===== config.mk =====
export PLATFORM = sky130hd
export DESIGN_NAME = nest_irq_ctrl
export DESIGN_NICKNAME = d
export VERILOG_FILES = /design/src/rtl/nic_pkg.sv /design/src/rtl/nic_pending.sv /design/src/rtl/nic_arbiter.sv /design/src/rtl/nic_service.sv /design/src/rtl/nest_irq_ctrl.sv
export SDC_FILE = /design/constraint.sdc
export NUM_CORES = 1
export LEC_CHECK = 0
export CORE_MARGIN = 1
export CORE_UTILIZATION = 35
export CTS_CLUSTER_SIZE = 12
export DETAILED_ROUTE_END_ITERATION = 8
export SYNTH_ARGS = -nofsm -noshare
export SYNTH_HDL_FRONTEND = slang
export SYNTH_SLANG_ARGS = --single-unit

===== constraint.sdc =====
create_clock -name clk_i -period 3.3 [get_ports clk_i]
set_input_delay 0.33 -clock clk_i [delete_from_list [all_inputs] [get_ports clk_i]]
set_output_delay 0.33 -clock clk_i [all_outputs]
set_load 0.005 [all_outputs]

===== src/rtl/nic_pkg.sv =====
package nic_pkg;
  // fixed level of a source; larger is more urgent
  function automatic int unsigned src_level(int unsigned idx, int unsigned n_src,
                                            int unsigned n_lvl);
    return (idx * n_lvl) / n_src;
  endfunction
endpackage


===== src/rtl/nic_pending.sv =====
module nic_pending #(
  parameter int unsigned NUM_SRC = 21,
  parameter int unsigned SRC_W   = 5
) (
  input  logic               clk_i,
  input  logic               rst_ni,
  input  logic [NUM_SRC-1:0] src_i,
  input  logic               clr_i,
  input  logic [SRC_W-1:0]   clr_idx_i,
  output logic [NUM_SRC-1:0] pend_o
);
  logic [NUM_SRC-1:0] pend_q;

  for (genvar g = 0; g < NUM_SRC; g++) begin : g_bit
    logic clr_hit;
    assign clr_hit = clr_i && (clr_idx_i == SRC_W'(g));

    // set dominates clear: a held level is never lost
    always_ff @(posedge clk_i or negedge rst_ni) begin
      if (!rst_ni)         pend_q[g] <= 1'b0;
      else if (src_i[g])   pend_q[g] <= 1'b1;
      else if (clr_hit)    pend_q[g] <= 1'b0;
    end

    assert_latch_R1: assert property (@(posedge clk_i) disable iff (!rst_ni)
      src_i[g] |=> pend_q[g]);
    assert_hold_R1: assert property (@(posedge clk_i) disable iff (!rst_ni)
      pend_q[g] && !clr_hit |=> pend_q[g]);
  end

  assign pend_o = pend_q;
endmodule


===== src/rtl/nic_arbiter.sv =====
module nic_arbiter #(
  parameter int unsigned          NUM_SRC  = 21,
  parameter int unsigned          NUM_LVL  = 8,
  parameter int unsigned          SRC_W    = 5,
  parameter int unsigned          LVL_W    = 3,
  parameter logic [NUM_SRC-1:0]   NMI_MASK = '0
) (
  input  logic [NUM_SRC-1:0] pend_i,
  input  logic               gie_i,
  input  logic               busy_i,
  input  logic [LVL_W-1:0]   cur_lvl_i,
  output logic               valid_o,
  output logic [SRC_W-1:0]   idx_o,
  output logic [LVL_W-1:0]   lvl_o
);
  logic [LVL_W-1:0]   src_lvl [NUM_SRC];
  logic [NUM_SRC-1:0] elig;

  for (genvar g = 0; g < NUM_SRC; g++) begin : g_src
    localparam int unsigned LV = nic_pkg::src_level(g, NUM_SRC, NUM_LVL);
    assign src_lvl[g] = LVL_W'(LV);
    assign elig[g] = pend_i[g] && (gie_i || NMI_MASK[g]) &&
                     (!busy_i || (src_lvl[g] > cur_lvl_i));
  end

  // ascending scan with >= : ties resolve to the higher index
  always_comb begin
    valid_o = 1'b0;
    idx_o   = '0;
    lvl_o   = '0;
    for (int i = 0; i < NUM_SRC; i++) begin
      if (elig[i] && (!valid_o || src_lvl[i] >= lvl_o)) begin
        valid_o = 1'b1;
        idx_o   = SRC_W'(i);
        lvl_o   = src_lvl[i];
      end
    end
  end
endmodule


===== src/rtl/nic_service.sv =====
module nic_service #(
  parameter int unsigned NUM_LVL = 8,
  parameter int unsigned LVL_W   = 3
) (
  input  logic             clk_i,
  input  logic             rst_ni,
  input  logic             take_i,
  input  logic [LVL_W-1:0] take_lvl_i,
  input  logic             eoi_i,
  input  logic             unmask_i,
  output logic             gie_o,
  output logic             busy_o,
  output logic [LVL_W-1:0] cur_lvl_o
);
  logic [NUM_LVL-1:0] insvc_q, insvc_d, drop, add;
  logic               gie_q;

  always_comb begin
    busy_o    = |insvc_q;
    cur_lvl_o = '0;
    for (int l = 0; l < NUM_LVL; l++)
      if (insvc_q[l]) cur_lvl_o = LVL_W'(l);
  end

  assign drop    = (eoi_i && busy_o) ? (NUM_LVL'(1) << cur_lvl_o) : '0;
  assign add     = take_i ? (NUM_LVL'(1) << take_lvl_i) : '0;
  assign insvc_d = (insvc_q & ~drop) | add;

  always_ff @(posedge clk_i or negedge rst_ni) begin
    if (!rst_ni) begin
      insvc_q <= '0;
      gie_q   <= 1'b0;
    end else begin
      insvc_q <= insvc_d;
      if (take_i)                gie_q <= 1'b0;
      else if (eoi_i || unmask_i) gie_q <= 1'b1;
    end
  end

  assign gie_o = gie_q;

  assert_mask_on_take_R6: assert property (@(posedge clk_i) disable iff (!rst_ni)
    take_i |=> !gie_q);
  assert_record_set_R6: assert property (@(posedge clk_i) disable iff (!rst_ni)
    take_i |=> insvc_q[$past(take_lvl_i)]);
  assert_eoi_unmask_R8: assert property (@(posedge clk_i) disable iff (!rst_ni)
    eoi_i && !take_i |=> gie_q);
  assert_eoi_drop_R8: assert property (@(posedge clk_i) disable iff (!rst_ni)
    eoi_i && !take_i && busy_o |=> !insvc_q[$past(cur_lvl_o)]);
endmodule


===== src/rtl/nest_irq_ctrl.sv =====
module nest_irq_ctrl #(
  parameter int unsigned        NUM_SRC  = 21,
  parameter int unsigned        NUM_LVL  = 8,
  parameter int unsigned        ADDR_W   = 16,
  parameter logic [ADDR_W-1:0]  VEC_BASE = 16'hFFD6,
  parameter logic [NUM_SRC-1:0] NMI_MASK = {2'b11, {(NUM_SRC-2){1'b0}}},
  localparam int unsigned       SRC_W    = $clog2(NUM_SRC),
  localparam int unsigned       LVL_W    = $clog2(NUM_LVL)
) (
  input  logic               clk_i,
  input  logic               rst_ni,
  input  logic [NUM_SRC-1:0] src_i,
  input  logic               clr_i,
  input  logic [SRC_W-1:0]   clr_idx_i,
  input  logic               unmask_i,
  input  logic               boundary_i,
  input  logic               take_i,
  input  logic               eoi_i,
  output logic               irq_o,
  output logic [SRC_W-1:0]   src_o,
  output logic [ADDR_W-1:0]  vec_o,
  output logic               svc_act_o,
  output logic [LVL_W-1:0]   svc_lvl_o
);
  logic [NUM_SRC-1:0] pend;
  logic               gie, busy, win_vld, take_acc;
  logic [LVL_W-1:0]   cur_lvl, win_lvl;
  logic [SRC_W-1:0]   win_idx;

  nic_pending #(.NUM_SRC(NUM_SRC), .SRC_W(SRC_W)) u_pend (
    .clk_i, .rst_ni, .src_i, .clr_i, .clr_idx_i, .pend_o(pend)
  );

  nic_arbiter #(
    .NUM_SRC(NUM_SRC), .NUM_LVL(NUM_LVL), .SRC_W(SRC_W), .LVL_W(LVL_W),
    .NMI_MASK(NMI_MASK)
  ) u_arb (
    .pend_i(pend), .gie_i(gie), .busy_i(busy), .cur_lvl_i(cur_lvl),
    .valid_o(win_vld), .idx_o(win_idx), .lvl_o(win_lvl)
  );

  // taken only at an instruction boundary
  assign take_acc = take_i && boundary_i && win_vld;

  nic_service #(.NUM_LVL(NUM_LVL), .LVL_W(LVL_W)) u_svc (
    .clk_i, .rst_ni, .take_i(take_acc), .take_lvl_i(win_lvl), .eoi_i, .unmask_i,
    .gie_o(gie), .busy_o(busy), .cur_lvl_o(cur_lvl)
  );

  assign irq_o     = win_vld;
  assign src_o     = win_idx;
  assign vec_o     = VEC_BASE + (ADDR_W'(win_idx) << 1);
  assign svc_act_o = busy;
  assign svc_lvl_o = cur_lvl;

  assert_preempt_R7: assert property (@(posedge clk_i) disable iff (!rst_ni)
    irq_o && svc_act_o |-> win_lvl > svc_lvl_o);
  assert_nmi_only_R9: assert property (@(posedge clk_i) disable iff (!rst_ni)
    irq_o && !gie |-> NMI_MASK[src_o]);
  assert_offer_pending_R2: assert property (@(posedge clk_i) disable iff (!rst_ni)
    irq_o |-> pend[src_o]);
  assert_no_take_off_boundary_R6: assert property (@(posedge clk_i) disable iff (!rst_ni)
    take_i && !boundary_i && !eoi_i |=>
      (svc_act_o == $past(svc_act_o)) && (svc_lvl_o == $past(svc_lvl_o)));
endmodule


Word-level counts from Yosys, hierarchy flattened
Cells that the tools add are included.
{"block": "op_classes", "order_cmp": 25, "shift": 2, "mux": 112, "addsub": 1, "bitwise": 3, "eq_ne": 20, "n_reduce_logical": 149}
{"operator": "2-to-1 mux 5 bit", "count": 19}
{"operator": "logical AND 1 bit", "count": 81}
{"operator": "2-to-1 mux 3 bit", "count": 23}
{"operator": "2-to-1 mux 1 bit", "count": 68}
{"operator": "nonzero test 2 bit", "count": 22}
{"operator": "== test 5 x 4 -> 1 bit (second input constant)", "count": 8}
{"operator": ">= comparator 3 bit (first input constant)", "count": 10}
{"operator": "logical OR 1 bit", "count": 26}
{"operator": "== test 5 bit (second input constant)", "count": 5}
{"operator": "== test 5 x 3 -> 1 bit (second input constant)", "count": 4}
{"operator": "logical NOT 1 bit", "count": 18}
{"operator": "2-to-1 mux 8 bit", "count": 2}
{"operator": "left shift 1 x 3 -> 8 bit (first input constant)", "count": 2}
{"operator": ">= comparator 2 x 3 -> 1 bit (first input constant)", "count": 5}
{"operator": "greater-than comparator 3 bit (first input constant)", "count": 4}
{"operator": "== test 5 x 2 -> 1 bit (second input constant)", "count": 2}
{"operator": "adder 7 x 7 -> 8 bit (first input constant)", "count": 1}
{"operator": "bitwise AND 8 bit", "count": 1}
{"operator": "inverter 8 bit", "count": 1}
{"operator": "bitwise OR 8 bit", "count": 1}
{"operator": "OR reduction 8 bit", "count": 1}
{"operator": ">= comparator 1 x 3 -> 1 bit (first input constant)", "count": 2}
{"operator": "greater-than comparator 1 x 3 -> 1 bit (first input constant)", "count": 2}
{"operator": "greater-than comparator 2 x 3 -> 1 bit (first input constant)", "count": 2}
{"operator": "other kinds (2)", "count": 2}
{"block": "totals", "word_cells": 335, "regBits": 30}

Logic depth before layout (Yosys ltp)
Gate-level depths: netlist (run 1).
{"block": "depth", "word_depth": 85, "depth_mapped": 11}

Cells and area by module
A second synthesis (run 1) with hierarchy kept.
{"block": "unflattened", "hier_cells": 243, "area_unflattened_um2": 2152.1}
{"mod": "nic_pending", "cells_each": 99, "seq_area_each_um2": 525.5, "n_inst": 1, "area_per_inst_um2": 1068.5}
{"mod": "nic_arbiter", "cells_each": 76, "seq_area_each_um2": 0.0, "n_inst": 1, "area_per_inst_um2": 459.2}
{"mod": "nic_service", "cells_each": 45, "seq_area_each_um2": 225.2, "n_inst": 1, "area_per_inst_um2": 459.2}
{"mod": "nest_irq_ctrl", "cells_each": 23, "seq_area_each_um2": 0.0, "n_inst": 1, "area_per_inst_um2": 165.2}

Least setup slack after synthesis (run 1)
OpenSTA, ideal clock, no wires.
{"block": "synth_path", "path_kind": "flip-flop to output port", "startpoint": "reg u_svc.insvc_q[7]", "endpoint": "out vec_o[10]", "required_ns": 2.970, "setup_slack_ns": 0.366, "n_path_buf": 1, "t_arrival_ns": 2.604, "path_stages_with_launch": 11, "path_cell_list": "dfrtp_1 > or3b_4 > nor3_4 > o2111ai_1 > a211oi_1 > nor2_1 > a21oi_1 > o21ai_0 > ha_1 > nand2b_1 > buf_4"}
{"block": "synth_between", "elab_chain_cells": 77}
{"item": "start: declaration", "line_no": "nic_service.sv:15", "text": "logic [NUM_LVL-1:0] insvc_q, insvc_d, drop, add;"}
{"item": "start signal: assignment", "line_no": "nic_service.sv:34", "text": "insvc_q <= insvc_d;"}
{"item": "2-to-1 mux 3 bit or OR reduction 8 bit (tied branches)", "line_no": "nic_service.sv:22, nic_service.sv:19"}
{"item": "greater-than comparator 1 x 3 -> 1 bit or logical NOT 1 bit (tied branches)", "line_no": "nic_arbiter.sv:23", "text": "(!busy_i || (src_lvl[g] > cur_lvl_i));"}
{"item": "logical OR 1 bit", "line_no": "nic_arbiter.sv:23"}
{"item": "logical AND 1 bit", "line_no": "nic_arbiter.sv:22", "text": "assign elig[g] = pend_i[g] && (gie_i || NMI_MASK[g]) &&"}
{"item": "2-to-1 mux 1 bit (4 in a row)", "line_no": "nic_arbiter.sv:32", "text": "if (elig[i] && (!valid_o || src_lvl[i] >= lvl_o)) begin"}
{"item": "logical NOT 1 bit", "line_no": "nic_arbiter.sv:32"}
{"item": "logical OR 1 bit", "line_no": "nic_arbiter.sv:32"}
{"item": "logical AND 1 bit", "line_no": "nic_arbiter.sv:32"}
{"item": "[... 58 more ...]"}
{"item": "logical OR 1 bit", "line_no": "nic_arbiter.sv:32"}
{"item": "logical AND 1 bit", "line_no": "nic_arbiter.sv:32"}
{"item": "2-to-1 mux 3 bit or 2-to-1 mux 1 bit (tied branches)", "line_no": "nic_arbiter.sv:32"}
{"item": ">= comparator 3 bit or logical NOT 1 bit (tied branches)", "line_no": "nic_arbiter.sv:32"}
{"item": "logical OR 1 bit", "line_no": "nic_arbiter.sv:32"}
{"item": "logical AND 1 bit", "line_no": "nic_arbiter.sv:32"}
{"item": "2-to-1 mux 5 bit (*)", "line_no": "nic_arbiter.sv:32"}
{"item": "adder 7 x 7 -> 8 bit (*)", "line_no": "nest_irq_ctrl.sv:52", "text": "assign vec_o = VEC_BASE + (ADDR_W'(win_idx) << 1);"}
{"item": "end: declaration", "line_no": "nest_irq_ctrl.sv:21", "text": "output logic [ADDR_W-1:0] vec_o,"}
Every way passes the cells marked *; elsewhere a longest branch is shown, timed or not.

Worst setup path after layout (run 1)
{"block": "layout_path", "startpoint": "reg u_svc.insvc_q[6]", "endpoint": "out vec_o[4]"}
{"block": "layout_between", "elab_chain_cells": 78}
{"item": "2-to-1 mux 3 bit (2 in a row)", "line_no": "nic_service.sv:22", "text": "if (insvc_q[l]) cur_lvl_o = LVL_W'(l);"}
{"item": "greater-than comparator 1 x 3 -> 1 bit", "line_no": "nic_arbiter.sv:23"}
{"item": "logical OR 1 bit", "line_no": "nic_arbiter.sv:23"}
{"item": "logical AND 1 bit", "line_no": "nic_arbiter.sv:22"}
{"item": "2-to-1 mux 1 bit (4 in a row)", "line_no": "nic_arbiter.sv:32"}
{"item": "logical NOT 1 bit", "line_no": "nic_arbiter.sv:32"}
{"item": "logical OR 1 bit", "line_no": "nic_arbiter.sv:32"}
{"item": "logical AND 1 bit", "line_no": "nic_arbiter.sv:32"}
{"item": "[... 58 more ...]"}
{"item": "logical OR 1 bit", "line_no": "nic_arbiter.sv:32"}
{"item": "logical AND 1 bit", "line_no": "nic_arbiter.sv:32"}
{"item": "2-to-1 mux 3 bit or 2-to-1 mux 1 bit (tied branches)", "line_no": "nic_arbiter.sv:32"}
{"item": ">= comparator 3 bit or logical NOT 1 bit (tied branches)", "line_no": "nic_arbiter.sv:32"}
{"item": "logical OR 1 bit", "line_no": "nic_arbiter.sv:32"}
{"item": "logical AND 1 bit", "line_no": "nic_arbiter.sv:32"}
{"item": "2-to-1 mux 5 bit (*)", "line_no": "nic_arbiter.sv:32"}
{"item": "adder 7 x 7 -> 8 bit (*)", "line_no": "nest_irq_ctrl.sv:52"}
Marks and branches as above.

==> impl.org, run 1 <==
** Outcome
- The flow ran to the end, and the final reports show no timing, DRC or antenna violations.

** STA
- For the pin with the worst max-slew slack, the measured transition is 0.554 ns.
- The number of failing hold endpoints at the final stage is 0.
- Dividing the final minimum period by the clock period gives 0.978.
- Relative slew slack :: 0.627
- Largest clock skew in the final design :: just over 0.006 ns
- Based on the critical path, the design can be clocked at up to 310 MHz.
- Unrepaired setup endpoints after global routing :: yes
- The worst path needs 3.23 ns of the cycle, external delays included.
- Setup violations remaining at the end of the flow were counted as 0.
- Across all setup checks in the final design, the least slack found is 0.0734 ns.
- Number of pins exceeding their max-slew limit in the final report :: 0

** Final layout
- The repair_antennas step left the layout with diodes totalling 0.
- Summing all non-filler instances in the final layout gives an area of a little over 3000 µm².
- The multi-input combinational cells in the finished layout cover a total of approximately 1300 µm².
- After filler insertion, the fill cell instance count of the layout stands at about 600.
- Layout cell share with drive strength beyond 1 :: 0.192
- Final core occ :: 0.539
- Post-layout nets :: ~350
- The area growth from synthesis to layout is 45.9%.
- Footprint of the flip-flops and latches :: 756 µm²

** Detailed routing
- Summing over every cut layer, the via total after detailed routing is roughly 2,000.
- Routed signal wires occupy layers up through met4.
- Final Routed Wirelength :: 6020 µm
- Wirelength per Cell :: 15.4 µm
- After detailed routing, the number of remaining DRC violations is 0.
- Wire segments on met3 add up to between 200 and 300 µm in the final route.
- The detailed router put a total of about 2900 µm of wire on met1.
- Wire length on met2 :: 2790 µm
- DRC violation total after the first TritonRoute iteration :: roughly 160
- Post-detailed-route via-to-cell ratio :: around 5.2
- In this run the remaining antenna-violating nets after routing total 0.
- DR pass1 iterations :: 4

** Pwr
- For this design the ratio of total power to cell area is between 400 and 500 nW/µm².
- Leakage power :: about 1.2 nW
- Maximum ir drop on the vdd rail :: between 0.0002 and 0.00025 V
- The design draws ~0.0014 W.

** Clock network
- Clock buffer count from CTS :: 5
- Clock transition at the registers of the reported paths :: 0.07 ns
- The tree is rooted in a clkbuf_8.
- No sink is reached through more buffers than the 2 on the longest clock path.
- The H-tree was split into 2 levels.
- Clock tree sinks :: 30
- CTS tree :: yes
- Clock network latency to the later pin of the worst-skew pair :: around 0.29 ns
- Buffers inserted to repair hold after CTS numbered 0.

** Die
- Placeable core region :: between 5000 and 6000 µm²
- Overall die area :: 6240 µm²
- For this design the top-level I/O count stands at 59.
- From left edge to right edge, the die measures 79.0 µm.
- Row cnt :: 27
- Measured along the y axis, the die boundary spans slightly below 80 µm.
- For this configuration, the core starts out at a cell density of 0.370.

** Setup path
- Crit end category :: primary output
- Endpoint required time on the critical path :: 2.97 ns
- The setup path with the least slack is of type reg -> out.
- Critical path fanouts, max :: 5
- Data arrives at the worst endpoint at 2.90 ns.
- The worst setup path is launched from a register.

** Logic synthesis
- Synthesis produced a netlist with a net count of 282.
- Part of the Yosys area used for sequential elements :: 0.362
- After synthesis the cells add up to ~2100 µm².
- The number of different library cells used by synthesis comes to 53.
- Counting flops with an async set or reset pin after synthesis yields a share of 1.00.
- In this run, synthesis inferred 0 flip-flops with an integrated enable.
- After synthesis, the mean cell area works out to 8.36 µm².
- For this run, the leading register cell type out of synthesis is dfrtp_1.
- YS warnings :: 0
- Gate count of the mapped netlist :: 248
- Post-synthesis sequential element count :: 30

** Place
- In this run the cell area measured after placement is between 2000 and 3000 µm².
- During placement, the flow inserted port buffers numbering 56.
- At the end of routability-driven placement, the weighted congestion stood at approximately 0.9.
- Detailed placement finished with a half-perimeter wire length of roughly 4500 µm.
- Timing analysis after detailed placement gives a worst setup slack of about 0.015 ns.

** Flow run
- The tool flagged a number of max-cap violations equal to 0.

** Global route
- Antenna violations before repair :: 0
- Global-route wire length before repair :: around 9500 µm
- The via count of the first global-routing pass came to 1,932.
- Overall global routing resource usage :: 0.202
- Entering global routing, the biggest net connects 31 pins.
- Summed over all layers, the global routing overflow is 0.

** Hold path
- In this run the worst hold path is classified as in -> async.
## through the flow
step | TNS (ns) | cells | hold WS (ns)
2_1_floorplan | 0 | 248 | 0.0344
3_3_place_gp | 0 | 374 | 0.482
3_5_place_dp | 0 | 374 | 0.490
4_1_cts | -0.0979 | 384 | 0.450
5_1_grt | -0.0831 | 390 | 0.478
6_report | 0 | 390 | 0.431
## area by class of cell
class,count,area share
Inverter,12,0.0149
Clock inverter,2,0.0199
Sequential cell,30,0.250
Multi-Input combinational cell,190,0.414
Timing Repair Buffer,78,0.244
Clock buffer,6,0.0273
Tap cell,72,0.0298
## critical path, stage by stage (launching register included)
cell             delay [ns]
dfrtp_2                0.45
nor3b_2                0.24
buf_4                  0.15
nand2_1                0.11
o31ai_2                0.34
a31oi_4                0.07
buf_4                  0.16
o41ai_2                0.41
xnor2_1                0.16
nand2_1                0.07
clkdlybuf4s50_1        0.44
## path summary, 6_finish.rpt
path	startpoint	end	slack [ns]	depth (start not counted)
worst max-delay path	u_svc.insvc_q[6]$_DFF_PN0_	vec_o[4]	0.07	10
worst min-delay path	rst_ni	u_svc.gie_o$_DFFE_PN0P_	0.43	2
worst max register to register	u_svc.insvc_q[7]$_DFF_PN0_	u_svc.insvc_q[1]$_DFF_PN0_	1.05	7
worst min register to register	u_pend.pend_o[7]$_DFFE_PN0P_	u_pend.pend_o[7]$_DFFE_PN0P_	0.50	1
max in group asynchronous	rst_ni	u_svc.insvc_q[3]$_DFF_PN0_	2.56	2
min in group clk_i	u_pend.pend_o[7]$_DFFE_PN0P_	u_pend.pend_o[7]$_DFFE_PN0P_	0.50	1
## synth_stat cells, types with 3 or more instances
cell      instances  area [µm²]
o31ai_1           5        37.5
a21oi_1           6        30.0
nor3_1            6        30.0
nand2_1          25        93.8
o21bai_1          3        22.5
nor2b_1           8        50.1
a31oi_1           4        25.0
buf_2             3        15.0
or2_2             6        37.5
nand3_1          13        65.1
a21o_1           20         150
nand4_1           3        18.8
o21a_1            5        37.5
nand2b_1         11        68.8
o21ai_0          17        85.1
inv_1            12        45.0
clkbuf_1          3        11.3
dfrtp_1          30         751
buf_4            10        75.1
nor2_1           19        71.3
## where the power goes
group / internal, W / switching, W / total (W)
combinational: 0.000298 / 0.000261 / 0.000559
clock: 0.000322 / 0.000159 / 0.000481
sequential: 0.000382 / 0.0000232 / 0.000406
total: 0.00100 / 0.000443 / 0.00145
## routing by layer
metal | vias to the layer above | track usage
met2 | 61 | 0.316
met5 | - | 0
met3 | 10 | 0.0448
met4 | 0 | 0.0673
met1 | 942 | 0.275
li1 | 1022 | -
## cells by family (layout without fill, tap and decap cells)
| group | after synthesis | count (layout) | share of synthesized area |
|---|---|---|---|
| AO/OA/AOI/OAI | 80 | 80 | 0.275 |
| XOR/XNOR | 2 | 2 | 0.00845 |
| adder cells (fa/ha/maj) | 1 | 1 | 0.00603 |
| buffers and inverters | 28 | 98 | 0.0706 |
| flip-flops | 30 | 30 | 0.362 |
| other | 2 | 2 | 0.00362 |
| AND/OR/NAND/NOR | 105 | 105 | 0.274 |
## layout by cell type (no fill, tap or decap), drive strengths merged, types with 5 or more instances in the layout
cell type       n
clkdlybuf4s50  46
dfrtp          30
nand2          25
buf            22
a21o           20
nor2           20
o21ai          17
nand3          13
inv            12
nand2b         11
nor2b           8
nor3            8
dlymetal6s2s    7
or2             7
clkbuf          6
a21oi           6
o21a            5
o31ai           5
## timing repair
action                                 in CTS  in global routing
gates cloned                                0                  0
pin swaps                                   1                  9
setup buffers                               2                  6
endpoints found under the hold margin       0                  0
setup endpoints to repair                  12                 12
gates resized for setup                    15                 15
## state kept, by name, summed over array words and instances, names as in the netlist
register	cells
u_pend.pend_o	21
u_svc.gie_o	1
u_svc.insvc_q	8
Power figures use the tool's default switching activity.
==> run 2: changes to the inputs <==
PLACE_DENSITY = 0.65   (was unset)
==> impl.org, run 2 (synthesized netlist as in run 1, its figures left out) <==
** Detailed routing
- The mean number of vias per cell came to 5.31 (was 5.22).
- The overall routed net length is 6050 µm (was 6020 µm).
- The via count of the routed design was 2,080 (was 2,035).
- Remaining antenna violation count :: 0 (unchanged)
- Drc violations :: 0 (unchanged)
- DRC violation total after the first TritonRoute iteration :: 148 (was 159)
- The detail-routed net length per standard cell came to 15.4 µm (about the same).
- The number of detailed-route iterations in the first pass was 4 (unchanged).

** STA
- The minimum period implied by the final worst setup slack was 3.24 ns (was 3.23 ns).
- The maximum clock skew at final layout is 0.00157 ns (was 0.00622 ns).
- The post-route clock period utilization is 0.982 (was 0.978).
- Number of failing hold endpoints at the final stage :: 0 (unchanged)
- The final-report max-slew violation count is 0 (unchanged).
- Unrepaired setup endpoints after global routing :: yes (unchanged)
- The headroom to the max-slew limit was 0.626 (was 0.627).
- Measured slew at the worst slew-check pin :: 0.562 ns (was 0.554 ns)
- Max Clock Freq :: 309 MHz (was 310 MHz)
- Final Setup Violations :: 0 (unchanged)

** Global route
- Global-route wire length before repair :: 9740 µm (was 9550 µm)
- Via count of the first global-routing pass :: 2,084 (was 1,932)
- Total congestion overflow after global routing :: 0 (unchanged)
- The initial antenna violation count came to 0 (unchanged).
- Overall global routing resource usage :: 0.203 (was 0.202)
- The largest net degree at the start of global routing is 31 (unchanged).

** Place
- IO Port Bufs :: 56 (unchanged)
- The global placer's final weighted congestion came to 0.831 (was 0.886).
- The detailed-placement wirelength estimate is 4570 µm (was 4490 µm).
- The cell total after placement came to 377 (was 374).

** Final layout
- The final antenna diode count is 0 (unchanged).
- Layout cell share with drive strength beyond 1 :: 0.191 (was 0.192)
- Post-layout nets :: 353 (was 351)
- Most frequent standard cell in the layout excluding fill and tap cells :: clkdlybuf4s50_1 (unchanged)
- The area overhead of the layout relative to synthesis is 44.4% (was 45.9%).
- Non-filler instance count after layout :: 392 (was 390)
- Leading cell types in the layout, fill and taps excluded: 45 x clkdlybuf4s50_1, 27 x dfrtp_1, 25 x nand2_1 (was 46 x clkdlybuf4s50_1, 26 x dfrtp_1, 25 x nand2_1).
- The number of flip-flops under the largest register name is 21 (unchanged).

** Die
- Placeable core region :: 5610 µm² (unchanged)
- Die height :: 79.0 µm (unchanged)
- The boundary pin count is 59 (unchanged).
- Die extent in x :: 79.0 µm (unchanged)
- The floorplan die area was 6240 µm² (unchanged).
- The count of standard-cell rows was 27 (unchanged).
- The initial core utilization came to 0.370 (unchanged).

** Pwr
- Overall power of the completed layout :: 0.00128 W (was 0.00145 W)
- Maximum ir drop on the vdd rail :: 0.000176 V (was 0.000212 V)
- The power density relative to cell area was 427 nW/µm² (was 478 nW/µm²).
- The static power due to leakage is 1.13 nW (was 1.15 nW).

** Clock network
- The clock buffer count from CTS is 5 (unchanged).
- The CTS tree is yes (unchanged).
- Clock tree sinks :: 30 (unchanged)
- Cell at the root of the clock tree :: clkbuf_8 (unchanged)
- Quantity of hold-fixing buffers added after cts :: 0 (unchanged)
- Clock transition at the registers of the reported paths :: 0.07 ns (about the same)
- Clock H-tree levels :: 2 (unchanged)
- The clock latency reported for the late side of the worst-skew pair was 0.28 ns (was 0.29 ns).
- Clock Path Buffers :: 2 (unchanged)

** Outcome
- Outcome :: finished clean (unchanged)

** Setup path
- The critical path launch point type was a register (unchanged).
- Data arrival time of the worst path :: 2.91 ns (was 2.90 ns)
- The reg-to-reg setup timing slack is 0.90 ns (was 1.05 ns).
- Worst Path Class, Setup :: reg -> out (unchanged)
- Critical path fanouts, max :: 5 (unchanged)
- Endpoint required time on the critical path :: 2.97 ns (about the same)
- Crit end category :: primary output (unchanged)

** Hold path
- HP Class :: in -> async (unchanged)

** Flow run
- Max-cap viol count :: 0 (unchanged)
## run 2: cell types whose count changed in the layout (fill, tap and decap cells not counted), sizes merged
cell,change
dlygate4sd2,+6
clkinv,+1
buf,+2
dlymetal6s2s,-5
clkdlybuf4s50,-1
bufinv,-2
clkbuf,+1
## run 2: layout make-up
cell class | count | area, µm²
clock buffer | 7 | 86.3
clock inverter | 1 | 5.00
fill | 539 | 2620
inverter | 12 | 45.0
multi-input combinational | 190 | 1260
sequential | 30 | 754
tap | 72 | 90.1
timing repair buffer | 80 | 754
## run 2: stage by stage
step | hold WS [ns] | setup TNS (ns) | worst slack, ns | utilization | cell area (µm²)
6_report | 0.437 | 0 | 0.0610 | 0.534 | 2990
5_1_grt | 0.478 | -0.414 | -0.0486 | 0.534 | 2990
4_1_cts | 0.457 | 0 | 0.0376 | 0.523 | 2930
3_5_place_dp | 0.492 | -0.436 | -0.0645 | 0.493 | 2760
3_3_place_gp | 0.484 | 0 | 0.0957 | 0.493 | 2760
2_1_floorplan | 0.0344 | 0 | 0.366 | - | 2070
## run 2: final timing paths
kind	from	to	cells past startpoint
max	u_svc.insvc_q[6]$_DFF_PN0_	vec_o[2]	10
min	rst_ni	u_svc.insvc_q[6]$_DFF_PN0_	2
max reg2reg	u_svc.insvc_q[6]$_DFF_PN0_	u_svc.insvc_q[3]$_DFF_PN0_	7
min reg2reg	u_pend.pend_o[7]$_DFFE_PN0P_	u_pend.pend_o[7]$_DFFE_PN0P_	1
max in group asynchronous	rst_ni	u_svc.insvc_q[3]$_DFF_PN0_	2
min in group clk_i	u_pend.pend_o[7]$_DFFE_PN0P_	u_pend.pend_o[7]$_DFFE_PN0P_	1
## run 2: timing repair
action                     CTS  global route
setup endpoints to repair   12             3
setup buffers                6             1
pin swaps                    4            11
gates resized for setup     21            12
gates cloned                 0             0
## run 2: metal layers
| layer | routed length [µm] | track usage | vias to the layer above |
|---|---|---|---|
| met3 | 288 | 0.0414 | 7 |
| met2 | 2880 | 0.339 | 63 |
| met4 | 68 | 0.0473 | 0 |
| met1 | 2810 | 0.269 | 990 |
| met5 | 0 | 0 | - |
| li1 | - | - | 1020 |
## run 2: power by group
group / internal (W) / switching, W / leakage [nW]
clock network: 0.000168 / 0.000143 / 0.0482
registers: 0.000382 / 0.0000195 / 0.301
logic: 0.000301 / 0.000265 / 0.781
## run 2: critical path: stages (launching register included)
cell and delay (ns):
dfrtp_2 0.45, or3b_4 0.43, buf_4 0.15, nor3_4 0.21
nand2b_1 0.13, a31oi_2 0.26, o21a_1 0.16, inv_1 0.05
ha_2 0.26, inv_1 0.05, clkdlybuf4s50_1 0.48
